`src/rtl/cal_wsum_pkg.sv`:
```
package cal_wsum_pkg;

  // Weight address used at a given step; bits arrive MSB first.
  function automatic int weight_index(int step, int nbits);
    if (step < nbits) return nbits - 1 - step;
    else return 0;
  endfunction

  // Accumulator width needed for up to 2**cw signed terms of ww bits.
  function automatic int acc_width(int ww, int cw);
    return ww + cw;
  endfunction

endpackage

```
`src/rtl/cal_stepper.sv`:
```
module cal_stepper #(
  parameter int NBITS = 15,
  parameter int CW    = 4
) (
  input  logic          clk,
  input  logic          rst_n,
  input  logic          restart,
  input  logic          advance,
  output logic [CW-1:0] step_cnt,
  output logic          step_full
);
  localparam logic [CW-1:0] LIMIT = CW'(NBITS);

  assign step_full = (step_cnt == LIMIT);

  always_ff @(posedge clk or negedge rst_n) begin
    if (!rst_n)                     step_cnt <= '0;
    else if (restart)               step_cnt <= '0;
    else if (advance && !step_full) step_cnt <= step_cnt + 1'b1;
  end
endmodule

```
`src/rtl/cal_wbank.sv`:
```
module cal_wbank #(
  parameter int NBITS = 15,
  parameter int WW    = 16,
  parameter int CW    = 4
) (
  input  logic          clk,
  input  logic          rst_n,
  input  logic          wr_en,
  input  logic [CW-1:0] wr_addr,
  input  logic [WW-1:0] wr_data,
  input  logic          load,
  input  logic [CW-1:0] sel_step,
  output logic [WW-1:0] w_sel
);
  logic [WW-1:0] shadow     [NBITS];
  logic [WW-1:0] shadow_nxt [NBITS];
  logic [WW-1:0] active     [NBITS];

  for (genvar g = 0; g < NBITS; g++) begin : g_entry
    localparam logic [CW-1:0] ADDR = CW'(g);

    assign shadow_nxt[g] = (wr_en && (wr_addr == ADDR)) ? wr_data : shadow[g];

    always_ff @(posedge clk or negedge rst_n) begin
      if (!rst_n) begin
        shadow[g] <= '0;
        active[g] <= '0;
      end else begin
        shadow[g] <= shadow_nxt[g];
        if (load) active[g] <= shadow_nxt[g];
      end
    end
  end

  int sel_idx;
  assign sel_idx = cal_wsum_pkg::weight_index(int'(sel_step), NBITS);

  always_comb begin
    w_sel = '0;
    for (int i = 0; i < NBITS; i++) begin
      if (i == sel_idx) w_sel = active[i];
    end
  end
endmodule

```
`src/rtl/cal_accum.sv`:
```
module cal_accum #(
  parameter int WW   = 16,
  parameter int ACCW = 20
) (
  input  logic            clk,
  input  logic            rst_n,
  input  logic            clear,
  input  logic            term_en,
  input  logic            bit_val,
  input  logic [WW-1:0]   w_sel,
  output logic [ACCW-1:0] acc,
  output logic [ACCW-1:0] out_word,
  output logic            out_vld
);
  function automatic logic [ACCW-1:0] sext(input logic [WW-1:0] w);
    return {{(ACCW-WW){w[WW-1]}}, w};
  endfunction

  function automatic logic [ACCW-1:0] add_term(input logic [ACCW-1:0] a,
                                               input logic [WW-1:0]   w,
                                               input logic            take);
    return take ? a + sext(w) : a;
  endfunction

  always_ff @(posedge clk or negedge rst_n) begin
    if (!rst_n) begin
      acc      <= '0;
      out_word <= '0;
      out_vld  <= 1'b0;
    end else if (clear) begin
      out_word <= acc;
      out_vld  <= 1'b1;
      acc      <= '0;
    end else begin
      out_vld  <= 1'b0;
      acc      <= add_term(acc, w_sel, term_en && bit_val);
    end
  end
endmodule

```
`src/rtl/cal_wsum_engine.sv`:
```
module cal_wsum_engine #(
  parameter int NBITS = 15,
  parameter int WW    = 16,
  parameter int CW    = 4
) (
  input  logic             clk,
  input  logic             rst_n,
  input  logic             smp_stb,
  input  logic             bit_stb,
  input  logic             bit_val,
  input  logic             wr_en,
  input  logic [CW-1:0]    wr_addr,
  input  logic [WW-1:0]    wr_data,
  output logic             out_vld,
  output logic [WW+CW-1:0] out_word
);
  localparam int ACCW = cal_wsum_pkg::acc_width(WW, CW);

  logic [CW-1:0]   step_cnt;
  logic            step_full;
  logic            term_en;
  logic [WW-1:0]   w_sel;
  logic [ACCW-1:0] acc;

  // a bit term is taken only outside a restart and below the step limit
  assign term_en = bit_stb && !smp_stb && !step_full;

  cal_stepper #(.NBITS(NBITS), .CW(CW)) u_step (
    .clk(clk), .rst_n(rst_n), .restart(smp_stb), .advance(bit_stb),
    .step_cnt(step_cnt), .step_full(step_full)
  );

  cal_wbank #(.NBITS(NBITS), .WW(WW), .CW(CW)) u_bank (
    .clk(clk), .rst_n(rst_n), .wr_en(wr_en), .wr_addr(wr_addr),
    .wr_data(wr_data), .load(smp_stb), .sel_step(step_cnt), .w_sel(w_sel)
  );

  cal_accum #(.WW(WW), .ACCW(ACCW)) u_acc (
    .clk(clk), .rst_n(rst_n), .clear(smp_stb), .term_en(term_en),
    .bit_val(bit_val), .w_sel(w_sel), .acc(acc),
    .out_word(out_word), .out_vld(out_vld)
  );
endmodule

```
`config.mk`:
```
export PLATFORM = sky130hd
export DESIGN_NAME = cal_wsum_engine
export DESIGN_NICKNAME = d
export VERILOG_FILES = /design/src/rtl/cal_wsum_pkg.sv /design/src/rtl/cal_stepper.sv /design/src/rtl/cal_wbank.sv /design/src/rtl/cal_accum.sv /design/src/rtl/cal_wsum_engine.sv
export SDC_FILE = /design/constraint.sdc
export NUM_CORES = 1
export LEC_CHECK = 0
export BUFFER_PORTS_ARGS = -buffer_cell sky130_fd_sc_hd__buf_2
export CAP_MARGIN = 5
export CELL_PAD_IN_SITES_DETAIL_PLACEMENT = 0
export CELL_PAD_IN_SITES_GLOBAL_PLACEMENT = 1
export CORE_ASPECT_RATIO = 0.9
export CORE_MARGIN = 2
export CORE_UTILIZATION = 50
export DETAILED_ROUTE_END_ITERATION = 10
export GPL_ROUTABILITY_DRIVEN = 1
export GPL_TIMING_DRIVEN = 0
export HOLD_SLACK_MARGIN = 0.05
export PLACE_DENSITY_LB_ADDON = 0.1
export SETUP_SLACK_MARGIN = 0.02
export SYNTH_ARGS = -nofsm -noshare
export SYNTH_HDL_FRONTEND = slang
export SYNTH_SLANG_ARGS = --single-unit
```
`constraint.sdc`:
```
create_clock -name clk -period 7.2 [get_ports clk]
set_clock_uncertainty 0.15 [all_clocks]
set_input_delay 0.36 -clock clk [delete_from_list [all_inputs] [get_ports clk]]
set_output_delay 0.36 -clock clk [all_outputs]
set_load 0.05 [all_outputs]
```
==> metrics.md, run 1 <==
| Metric | Value |
|---|---|
| Status | `finished clean` |
| Post-synthesis instance area | `~0.023 mm^2` |
| Total power | `8.31 mW` |
| Area share of the leading cell type in the synthesized netlist | `57.9%` |
| Arrival time worst endpoint | `7.16 ns` |
| Number of cells in the design after placement | `2,331` |
| Placed cell areas | `roughly 0.024 mm^2` |
| Worst Reg2Reg Path Length in Cells | `20` |
| Instance count along the most critical hold path | `2` |
| Minimum clock period | `approximately 6.8 ns` |
| Final count of negative-setup-slack endpoints | `0` |
| Setup Fix Bufs, Post-CTS | `0` |
| Leading post-synthesis cells by cell area | `dfrtp_1 58%, mux2_2 24%, clkbuf_1 1.4%, nand2_1 1.4%, ha_1 1.3%` |
| TritonCTS clock tree | `done` |
| Hold violation count in the final report | `0` |
| Post-route insts no fill | `between 2k and 2.5k` |
| Met2 track utilization from global routing | `roughly 40%` |
| Total length of routed wires | `roughly 61 mm` |
| Number of buffers inserted by port buffering | `between 40 and 50` |
| Global Route met3 Usage | `under 10%` |
| Leak | `11.4 nW` |
| Total core area | `between 0.04 and 0.05 mm^2` |
| Root buffer cell | `clkbuf_16` |
| Worst-case hold path end point | `u_bank.shadow[46]` |
| Number of buffers between clock root and the deepest sink | `3` |
| Top post-synthesis cells by count | `525 x dfrtp_1, 491 x mux2_2, 84 x clkbuf_1, 84 x nand2_1, 57 x nor2_1` |
| CP Cell Sequence | `buf_2 > inv_1 > ha_1 > clkbuf_1 > clkbuf_1 > clkbuf_1 > o21ai_0 > a222oi_1 > o21ai_0 > a21oi_1 > o21ai_0 > ha_1 > nand2_1 > o21ai_0 > nand3_1 > nand3_1 > a41oi_1 > nor2b_1 > mux4_2 > o2111ai_1` |
| Slowest library cell on the worst path | `a222oi_1` |
| Number of nets still failing antenna checks after routing | `0` |
| Share of flip-flops with an asynchronous set or reset after synthesis | `between 90% and 100%` |
| Highest attainable clock frequency | `147 MHz` |
| Critical Path End Type | `flop` |
| Share of layout cells above drive strength 1 | `36.0%` |
| Distinct cell type count after synthesis | `76` |
| Register clock-pin slew on the reported worst setup and hold paths | `about 0.060 ns` |
| Minimum hold slack | `roughly 0.090 ns` |
| Start of the worst register-to-register path | `u_step.step_cnt[0]` |
| Number of standard cells after synthesis | `between 1.5k and 2k` |
| Post-DR vias/cell | `between 5 and 6` |
| Primary flip-flop cell chosen by synthesis mapping | `dfrtp_1` |
| Transition time at the pin with the least slew margin | `1.32 ns` |
| Gr busiest metal | `met1` |
| Number of vias after detailed routing | `between 10k and 15k` |
| Antenna violations before repair | `4` |
| Highest ir drop seen on vdd | `between 0.0002 and 0.00025 V` |
| Yosys synthesis warning count | `0` |
| Share of synthesized area occupied by flip-flops and latches | `57.9%` |
| X dimension of the die | `around 230 um` |
| Final-report max-slew violation count | `0` |
| Worst relative slew slack | `between 10% and 20%` |
| Period Utilization, post-route | `between 90% and 100%` |
| Post-DP HPWL | `~43 mm` |
| Type of origin of the critical path | `flop` |
| Most instantiated library cell after synthesis | `dfrtp_1` |
| Count of clock tree sinks | `~530` |
| Placement Rows | `74` |
| Fillcell total | `3,735` |
| Buf+Inv Stages, Crit Path | `5` |
| Worst min-delay path class | `in2reg` |
| Global-route track usage on met1 | `roughly two fifths` |
| Post-Syn Nets | `~1.7k` |
| DR pass1 iterations | `5` |
| Setup Slack @ Placement | `about 0.40 ns` |
| Critical Path Most Common Cell | `o21ai_0` |
| Routability congestion estimate | `roughly 0.88` |
| Power density relative to cell area | `around 320 mW/mm^2` |
| First-pass GRT wire length | `a little over 90 mm` |
| Die Outline Area | `between 0.04 and 0.05 mm^2` |
| Final Core Density | `about 57%` |
| Number of buffers created by CTS | `between 50 and 60` |
| Final worst slack | `0.399 ns` |
| Clock latency of the later-clocked register in the worst-skew pair | `0.63 ns` |
| Gr ovfl total | `0` |
| Vertical extent of the die | `206 um` |
| Post-route cell area | `0.0258 mm^2` |
| CP Data Required Time | `~7.6 ns` |
| Via count of the first global-routing pass | `14.7k` |
| Drc violations | `0` |
| Overall track demand over capacity in global routing | `26.7%` |
| Crit path max fanout | `10` |
| Synthesized area per cell | `between 10 and 15 um^2` |
| Largest delay share family, worst path | `compound AO/OA/AOI/OAI gates` |
| Synth area leader | `dfrtp_1` |
| Drt initial violations | `1,050` |
| Number of flops mapped to enable cells by yosys | `0` |
| Startpoint of the lowest-slack hold path | `wr_data[14]` |
| Reg-to-reg endpoint | `u_acc.acc[19]` |
| WL per Instance | `~25 um` |
| Unrepaired setup endpoints after global routing | `no` |
| I/O pins | `between 40 and 50` |
| Maximum level of the CTS H-tree | `2` |
| Nets | `between 1.5k and 2k` |
| Setup slack, reg-to-reg | `about 0.4 ns` |
| Relative area change from synthesis to final layout | `13.7%` |
| Delay of the slowest cell on the worst path | `0.78 ns` |
| Final total negative setup slack | `0 ns` |
| Max-capacitance violation count | `0` |
| Initial standard-cell utilization of the core | `50.3%` |
| Maximum number of pins on one net before global-route repair | `between 100 and 150` |
| Start-to-end type of the worst setup path | `reg2reg` |
| Flip-flop and latch count after synthesis | `between 500 and 600` |
## worst register-to-register path, delay by kind of cell (launching register included)
kind,cells,cell delay [ns]
AND/OR/NAND/NOR,4,0.60
AO/OA/AOI/OAI,8,2.76
multiplexers,1,0.51
adder cells (fa/ha/maj),2,0.64
flip-flops,1,0.43
buffers and inverters,5,1.65
## logic make-up after synthesis
logic type / count (synthesis) / share of synthesized area [%]
buffers and inverters: 123 / 2.13
XOR/XNOR: 17 / 0.690
flip-flops: 525 / 57.9
AND/OR/NAND/NOR: 245 / 5.33
adder cells (fa/ha/maj): 25 / 1.41
AO/OA/AOI/OAI: 243 / 7.89
multiplexers: 495 / 24.6
## timing repair
| item | CTS | global route |
|---|---|---|
| hold buffers | 17 | 0 |
| hold endpoints to repair | 175 | 0 |
| resized for setup | 0 | 2 |
| setup endpoints to repair | 0 | 1 |
## routing by layer
metal  wire (um)  vias up  part of all wire, %
li1            -     6363                    -
met1       29600     7544                   48
met2       26600      413                   43
met3        3240      111                  5.3
met4        1940        2                  3.2
met5           8        -                0.013
## final cells by class
type                       instances  area, um^2  area share [%]
sequential                       525       13100            50.9
inverter                          14        52.6           0.204
tap                              608         761            2.95
clock inverter                    15         176           0.684
multi-input combinational       1025        9070            35.2
timing repair buffer              67         520            2.02
clock buffer                      83        1640            6.37
antenna                            1        2.50         0.00970
buffer                           109         430            1.67
## worst max-delay path by stage
stage | startpoint | end | slack, ns | cells after the start
after floorplan | u_step.step_cnt[0] | u_acc.acc[19] | 2.11 | 22
after global placement | rst_n | u_bank.shadow[43] | -4.97 | 1
after detailed placement | u_step.step_cnt[0] | u_acc.acc[19] | 0.40 | 22
after CTS | u_step.step_cnt[0] | u_acc.acc[19] | 0.35 | 22
after global routing | u_step.step_cnt[0] | u_acc.acc[19] | 0.04 | 20
final | u_step.step_cnt[0] | u_acc.acc[19] | 0.40 | 20
## state kept, by name, summed over array words and instances, names as in the netlist
| name | cells |
|---|---|
| u_acc.out_vld | 1 |
| u_bank.shadow | 240 |
| u_acc.acc | 20 |
| u_bank.active | 240 |
| u_acc.out_word | 20 |
| u_step.step_cnt | 4 |
## power breakdown
| part | total (mW) | switching, mW | internal [mW] |
|---|---|---|---|
| sequential | 3.97 | 0.311 | 3.66 |
| clock | 2.83 | 1.19 | 1.64 |
| combinational | 1.51 | 0.774 | 0.734 |
## layout by cell type (no fill, tap or decap), drive strengths merged, types with 8 or more instances in the layout
cell and instances:
mux2 491, nand2 84, inv 15, clkbuf 167, a21o 8, o21ai 49, nand3 19, a22oi 15
buf 75, a221oi 18, nand3b 12, a21oi 45, dlygate4sd3 17, dfrtp 525, or3 10, ha 24
xnor2 15, nor2 58, a222oi 18, o211ai 16, a211oi 8, clkinv 9, nor3 11, nand2b 16
o22ai 15
Power figures use the tool's default switching activity.
==> run 2: changes to the inputs <==
- CORE_UTILIZATION: 50 -> 53
==> run 2 against run 1 <==
Against the previous run: utilization increased by 3.9 points; setup slack gained 0.049 ns; first-iteration DRC count grew 30%; register-to-register slack improved by 0.05 ns; cell area fell by 0.52%; sequential power about the same; critical path depth is 2 higher; via count barely moved; die area down 5.6%; largest power group unchanged.
==> metrics.md, run 2 (synthesized netlist as in run 1, its figures left out) <==
| Metric | Value |
|---|---|
| Status | `finished clean` |
| Maximum number of pins on one net before global-route repair | `126` |
| Post-route cell area | `roughly 0.026 mm^2` |
| Global-route track usage on met1 | `43.4%` |
| Setup slack, reg-to-reg | `0.45 ns` |
| Most frequent standard cell in the layout excluding fill and tap cells | `dfrtp_1` |
| CP Cell Sequence | `buf_2 > inv_1 > ha_1 > or3_1 > buf_2 > a21oi_4 > buf_2 > a22oi_1 > o21ai_0 > a222oi_1 > o21ai_0 > a21oi_1 > o21ai_0 > ha_1 > o21ai_0 > nor4b_1 > nand3_1 > nand3_1 > a41oi_1 > nor2b_1 > mux4_2 > o2111ai_1` |
| Number of vias after detailed routing | `around 14k` |
| I/O pins | `47` |
| Met2 track utilization from global routing | `a little over two fifths` |
| Worst-case hold path end point | `u_bank.shadow[62]` |
| Start-to-end type of the worst setup path | `reg2reg` |
| WL per Instance | `between 20 and 30 um` |
| Power density relative to cell area | `324 mW/mm^2` |
| X dimension of the die | `between 200 and 250 um` |
| Number of buffers inserted by port buffering | `46` |
| Final total negative setup slack | `0 ns` |
| Area taken by flip-flops and latches | `roughly 0.013 mm^2` |
| Setup Fix Bufs, Post-CTS | `0` |
| Critical Path End Type | `flop` |
| Arrival time worst endpoint | `~7 ns` |
| Worst relative slew slack | `about 17%` |
| First-pass GRT wire length | `93.5 mm` |
| Routability congestion estimate | `around 0.9` |
| Period Utilization, post-route | `a little over nine tenths` |
| Number of nets still failing antenna checks after routing | `0` |
| Start of the worst register-to-register path | `u_step.step_cnt[0]` |
| Leading registers by flop count | `u_bank.active: 240 flops, u_bank.shadow: 240 flops` |
| Max-capacitance violation count | `0` |
| Register clock-pin slew on the reported worst setup and hold paths | `0.06 ns` |
| Total core area | `~0.042 mm^2` |
| Gr busiest metal | `met1` |
| Slowest library cell on the worst path | `o21ai_0` |
| Global Route met3 Usage | `about 4.4%` |
| Nets | `between 1.5k and 2k` |
| Share of layout cells above drive strength 1 | `36.0%` |
| Drc violations | `0` |
| Reg-to-reg endpoint | `u_acc.acc[19]` |
| Number of buffers between clock root and the deepest sink | `3` |
| Initial standard-cell utilization of the core | `between 50% and 60%` |
| Placed cell areas | `about 0.024 mm^2` |
| Highest ir drop seen on vdd | `roughly 0.00021 V` |
| Root buffer cell | `clkbuf_16` |
| Multi-input logic area | `between 0.009 and 0.01 mm^2` |
| Die Outline Area | `about 0.044 mm^2` |
| Count of clock tree sinks | `approximately 530` |
| Placement Rows | `71` |
| DR pass1 iterations | `8` |
| Critical Path Most Common Cell | `o21ai_0` |
| Startpoint of the lowest-slack hold path | `wr_data[14]` |
| Drt initial violations | `~1.4k` |
| Hold violation count in the final report | `0` |
| Minimum clock period | `between 6 and 7 ns` |
| Leak | `between 10 and 15 nW` |
| Worst Reg2Reg Path Length in Cells | `22` |
| Unrepaired setup endpoints after global routing | `no` |
| Crit path max fanout | `10` |
| Largest delay share family, worst path | `compound AO/OA/AOI/OAI gates` |
| Vertical extent of the die | `200 um` |
| Number of buffers created by CTS | `54` |
| Fillcell total | `3,402` |
| Overall track demand over capacity in global routing | `between 20% and 30%` |
| Most frequent cells in the layout | `525 x dfrtp_1, 491 x mux2_2, 95 x clkbuf_1` |
| CP Data Required Time | `roughly 7.6 ns` |
| TritonCTS clock tree | `done` |
| Transition time at the pin with the least slew margin | `~1.2 ns` |
| Antenna violations before repair | `1` |
| Total length of routed wires | `61.2 mm` |
| Instance count along the most critical hold path | `2` |
| Post-DR vias/cell | `6.06` |
| Highest attainable clock frequency | `between 100 and 150 MHz` |
| Worst min-delay path class | `in2reg` |
| Final count of negative-setup-slack endpoints | `0` |
| Gr ovfl total | `0` |
| Maximum level of the CTS H-tree | `2` |
| Clock latency of the later-clocked register in the worst-skew pair | `between 0.6 and 0.7 ns` |
| Final-report max-slew violation count | `0` |
| Via count of the first global-routing pass | `14.8k` |
| Post-DP HPWL | `between 40 and 50 mm` |
| Delay of the slowest cell on the worst path | `approximately 0.83 ns` |
| Relative area change from synthesis to final layout | `13.1%` |
| Type of origin of the critical path | `flop` |
| Buf+Inv Stages, Crit Path | `4` |
## run 2: changes by cell type in the layout (fill, tap and decap cells not counted), moves of 2 or more
| cell | delta |
|---|---|
| clkbuf_8 | -5 |
| clkinv_2 | +4 |
| dlygate4sd3_1 | -3 |
| bufinv_16 | +2 |
| clkinvlp_4 | -2 |
## run 2: final cells by class
class / count / area share, %
Buffer: 109 / 1.68
Inverter: 14 / 0.205
Multi-Input combinational cell: 1025 / 35.4
Clock inverter: 18 / 0.824
Clock buffer: 77 / 6.12
Timing Repair Buffer: 64 / 1.91
Sequential cell: 525 / 51.2
Antenna cell: 2 / 0.0195
Tap cell: 547 / 2.67
## run 2: power breakdown
part | total [mW] | switching [mW] | leakage [nW] | internal [mW]
clock | 2.82 | 1.17 | 0.884 | 1.65
sequential | 3.98 | 0.321 | 6.51 | 3.66
combinational | 1.51 | 0.776 | 3.97 | 0.734
total | 8.31 | 2.26 | 11.4 | 6.05
## run 2: worst max path at each step
stage | cells after the start | slack (ns) | start | endpoint
6_report | 22 | 0.45 | u_step.step_cnt[0] | u_acc.acc[19]
5_1_grt | 22 | 0.02 | u_step.step_cnt[0] | u_acc.acc[19]
4_1_cts | 21 | 0.23 | u_step.step_cnt[0] | u_acc.acc[19]
3_5_place_dp | 21 | 0.26 | u_step.step_cnt[0] | u_acc.acc[19]
3_3_place_gp | 1 | -4.86 | rst_n | u_bank.active[43]
2_1_floorplan | 22 | 2.11 | u_step.step_cnt[0] | u_acc.acc[19]
## run 2: per-stage QoR
step / cells / setup WS (ns) / util [%] / hold WS (ns) / power [mW]
2_1_floorplan: 1673 / 2.11 / - / -0.0856 / 5.00
3_3_place_gp: 2266 / -4.86 / 56.1 / 0.324 / 5.44
3_5_place_dp: 2270 / 0.255 / 56.4 / 0.160 / 5.52
4_1_cts: 2379 / 0.234 / 61.0 / 0.0552 / 8.36
5_1_grt: 2379 / 0.0244 / 61.0 / 0.0775 / 8.70
6_report: 2381 / 0.448 / 61.1 / 0.0739 / 8.31
## run 2: layer usage
layer	vias to the layer above	wire length (um)
met1	7614	29300
li1	6352	-
met3	82	3630
met4	2	1380
met5	-	13
met2	372	26900
## run 2: repair_timing
item	in CTS	in global routing
resized for setup	0	3
hold buffers	14	0
setup endpoints to repair	0	2
endpoints found under the hold margin	231	0
==> run 3: changes to the inputs <==
- CTS_BUF_LIST: unset -> sky130_fd_sc_hd__clkbuf_16
==> run 3 against run 2 <==
Against the previous run: critical path depth decreased by 1; sequential cell count unchanged; global-route usage about the same; clock power decreased by 5%; worst hold slack improved by 0.020 ns; sequential power about the same; setup slack improved by 0.048 ns; utilization decreased by 0.27 points.
==> metrics.md, run 3 (synthesized netlist as in run 1, its figures left out) <==
| Metric | Value |
|---|---|
| Initial standard-cell utilization of the core | `54.0%` |
| Worst-case hold path end point | `u_bank.shadow[62]` |
| Placement Rows | `slightly above 70` |
| Drt initial violations | `1,330` |
| Highest attainable clock frequency | `between 100 and 150 MHz` |
| Number of buffers between clock root and the deepest sink | `3` |
| Via count of the first global-routing pass | `14.8k` |
| Max-capacitance violation count | `0` |
| Vertical extent of the die | `around 200 um` |
| Start point of the critical path | `u_step.step_cnt[0]` |
| Setup Fix Bufs, Post-CTS | `0` |
| Status | `finished clean` |
| Die Outline Area | `0.0445 mm^2` |
| DR pass1 iterations | `9` |
| Post-DP HPWL | `42.8 mm` |
| Most frequent cells in the layout | `525 x dfrtp_1, 491 x mux2_2, 84 x clkbuf_1, 84 x nand2_1, 57 x nor2_1` |
| Post-route insts no fill | `approximately 2.4k` |
| Number of buffers created by CTS | `54` |
| Final-report max-slew violation count | `0` |
| Final total negative setup slack | `0 ns` |
| WL per Instance | `around 26 um` |
| Relative area change from synthesis to final layout | `12.6%` |
| TritonCTS clock tree | `done` |
| Type of origin of the critical path | `flop` |
| Number of buffers inserted by port buffering | `46` |
| Number of cells in the design after placement | `roughly 2.3k` |
| Critical Path End Type | `flop` |
| Fillcell total | `around 3.4k` |
| Startpoint of the lowest-slack hold path | `wr_data[14]` |
| Unrepaired setup endpoints after global routing | `no` |
| Worst Reg2Reg Path Length in Cells | `21` |
| Clock latency of the later-clocked register in the worst-skew pair | `0.61 ns` |
| Routability congestion estimate | `approximately 0.88` |
| Count of clock tree sinks | `between 500 and 600` |
| Register clock-pin slew on the reported worst setup and hold paths | `around 0.060 ns` |
| Share of layout cells above drive strength 1 | `between 30% and 40%` |
| Start-to-end type of the worst setup path | `reg2reg` |
| Antenna violations before repair | `1` |
| Worst min-delay path class | `in2reg` |
| CP Data Required Time | `approximately 7.6 ns` |
| Overall track demand over capacity in global routing | `between 20% and 30%` |
| Start of the worst register-to-register path | `u_step.step_cnt[0]` |
| Hold violation count in the final report | `0` |
| Highest ir drop seen on vdd | `about 0.00021 V` |
| Total length of routed wires | `just over 60 mm` |
| Period Utilization, post-route | `93.1%` |
| Maximum number of pins on one net before global-route repair | `roughly 130` |
| Nets | `approximately 1.8k` |
| Arrival time worst endpoint | `approximately 7.1 ns` |
| Maximum level of the CTS H-tree | `2` |
| Total core area | `between 0.04 and 0.05 mm^2` |
| Gr ovfl total | `0` |
| Final Core Density | `60.8%` |
| Setup slack, reg-to-reg | `about 0.50 ns` |
| Root buffer cell | `clkbuf_16` |
| CP Cell Sequence | `buf_2 > inv_1 > ha_1 > or3_1 > buf_2 > nor3b_4 > clkbuf_1 > a222oi_1 > o211ai_1 > o211a_1 > o22ai_1 > a221oi_2 > ha_1 > a21o_1 > a2111oi_2 > o41a_1 > nand3_1 > a41oi_1 > nor2b_1 > mux4_2 > o2111ai_1` |
| Transition time at the pin with the least slew margin | `approximately 1.2 ns` |
| Power density relative to cell area | `320 mW/mm^2` |
| Drc violations | `0` |
| Delay of the slowest cell on the worst path | `around 0.54 ns` |
| Worst relative slew slack | `21.2%` |
| Minimum clock period | `about 6.7 ns` |
| Leading registers by flop count | `u_bank.active: 240 flops, u_bank.shadow: 240 flops` |
| Reg-to-reg endpoint | `u_acc.acc[19]` |
| Instance count along the most critical hold path | `2` |
| Leak | `approximately 11 nW` |
| First-pass GRT wire length | `between 90 and 100 mm` |
| Slowest library cell on the worst path | `nor3b_4` |
| Crit path max fanout | `10` |
| Number of nets still failing antenna checks after routing | `0` |
| X dimension of the die | `222 um` |
| I/O pins | `47` |
| Number of vias after detailed routing | `approximately 14k` |
| Final count of negative-setup-slack endpoints | `0` |
| Post-DR vias/cell | `6.07` |
| Most frequent standard cell in the layout excluding fill and tap cells | `dfrtp_1` |
==> run 3: cell count changes in the layout (fill, tap and decap cells not counted), sizes merged <==
cell    before  now
clkinv      11   22
clkbuf     161  139
inv         16   27
diode        2    1
==> run 3: through the flow <==
step | total power [mW] | cell area [um^2] | worst slack [ns] | hold slack [ns]
4_1_cts | 8.22 | 25500 | 0.234 | 0.0566
3_5_place_dp | 5.52 | 23700 | 0.255 | 0.160
3_3_place_gp | 5.44 | 23600 | -4.86 | 0.324
2_1_floorplan | 5.00 | 22700 | 2.11 | -0.0856
6_report | 8.17 | 25500 | 0.496 | 0.0937
5_1_grt | 8.56 | 25500 | 0.0244 | 0.0751
==> run 3: critical path, delay by kind of cell (launching register included) <==
| kind | cells | cell delay (ns) |
|---|---|---|
| AO/OA/AOI/OAI | 10 | 2.71 |
| adder cells (fa/ha/maj) | 2 | 0.68 |
| buffers and inverters | 4 | 1.09 |
| flip-flops | 1 | 0.43 |
| multiplexers | 1 | 0.42 |
| AND/OR/NAND/NOR | 4 | 1.10 |
==> run 3: worst max path at each step <==
stage	cells after the start	slack, ns	end
finish	21	0.50	u_acc.acc[19]
global route	22	0.02	u_acc.acc[19]
CTS	21	0.23	u_acc.acc[19]
detailed placement	21	0.26	u_acc.acc[19]
global placement	1	-4.86	u_bank.active[43]
floorplan	22	2.11	u_acc.acc[19]
==> run 3: area by class of cell <==
type,instances,area [um^2],share of cell area [%]
Sequential cell,525,13100,51.4
Inverter,14,52.6,0.206
Clock buffer,55,1380,5.39
Antenna cell,1,2.50,0.00980
Timing Repair Buffer,64,490,1.92
Buffer,109,430,1.69
Multi-Input combinational cell,1025,9070,35.5
Tap cell,547,684,2.68
Clock inverter,40,294,1.15
==> run 3: what timing repair did <==
item / 4_1_cts / 5_1_grt
hold endpoints to repair: 228 / 0
gates resized for setup: 0 / 3
setup endpoints to repair: 0 / 2
hold buffers: 14 / 0
==> run 3: power by group <==
part	internal (mW)	total, mW	switching [mW]
registers	3.66	3.98	0.321
clock network	1.52	2.68	1.16
logic	0.734	1.51	0.775
total	5.91	8.17	2.26
==> run 3: metal layers <==
metal	share of wire [%]	vias to the layer above	wire, um	track usage, %
li1	-	6344	-	-
met1	48	7650	29500	43.2
met2	44	358	26900	42.1
met3	5.5	92	3350	4.46
met4	2.4	2	1460	7.63
met5	0.021	-	13	0
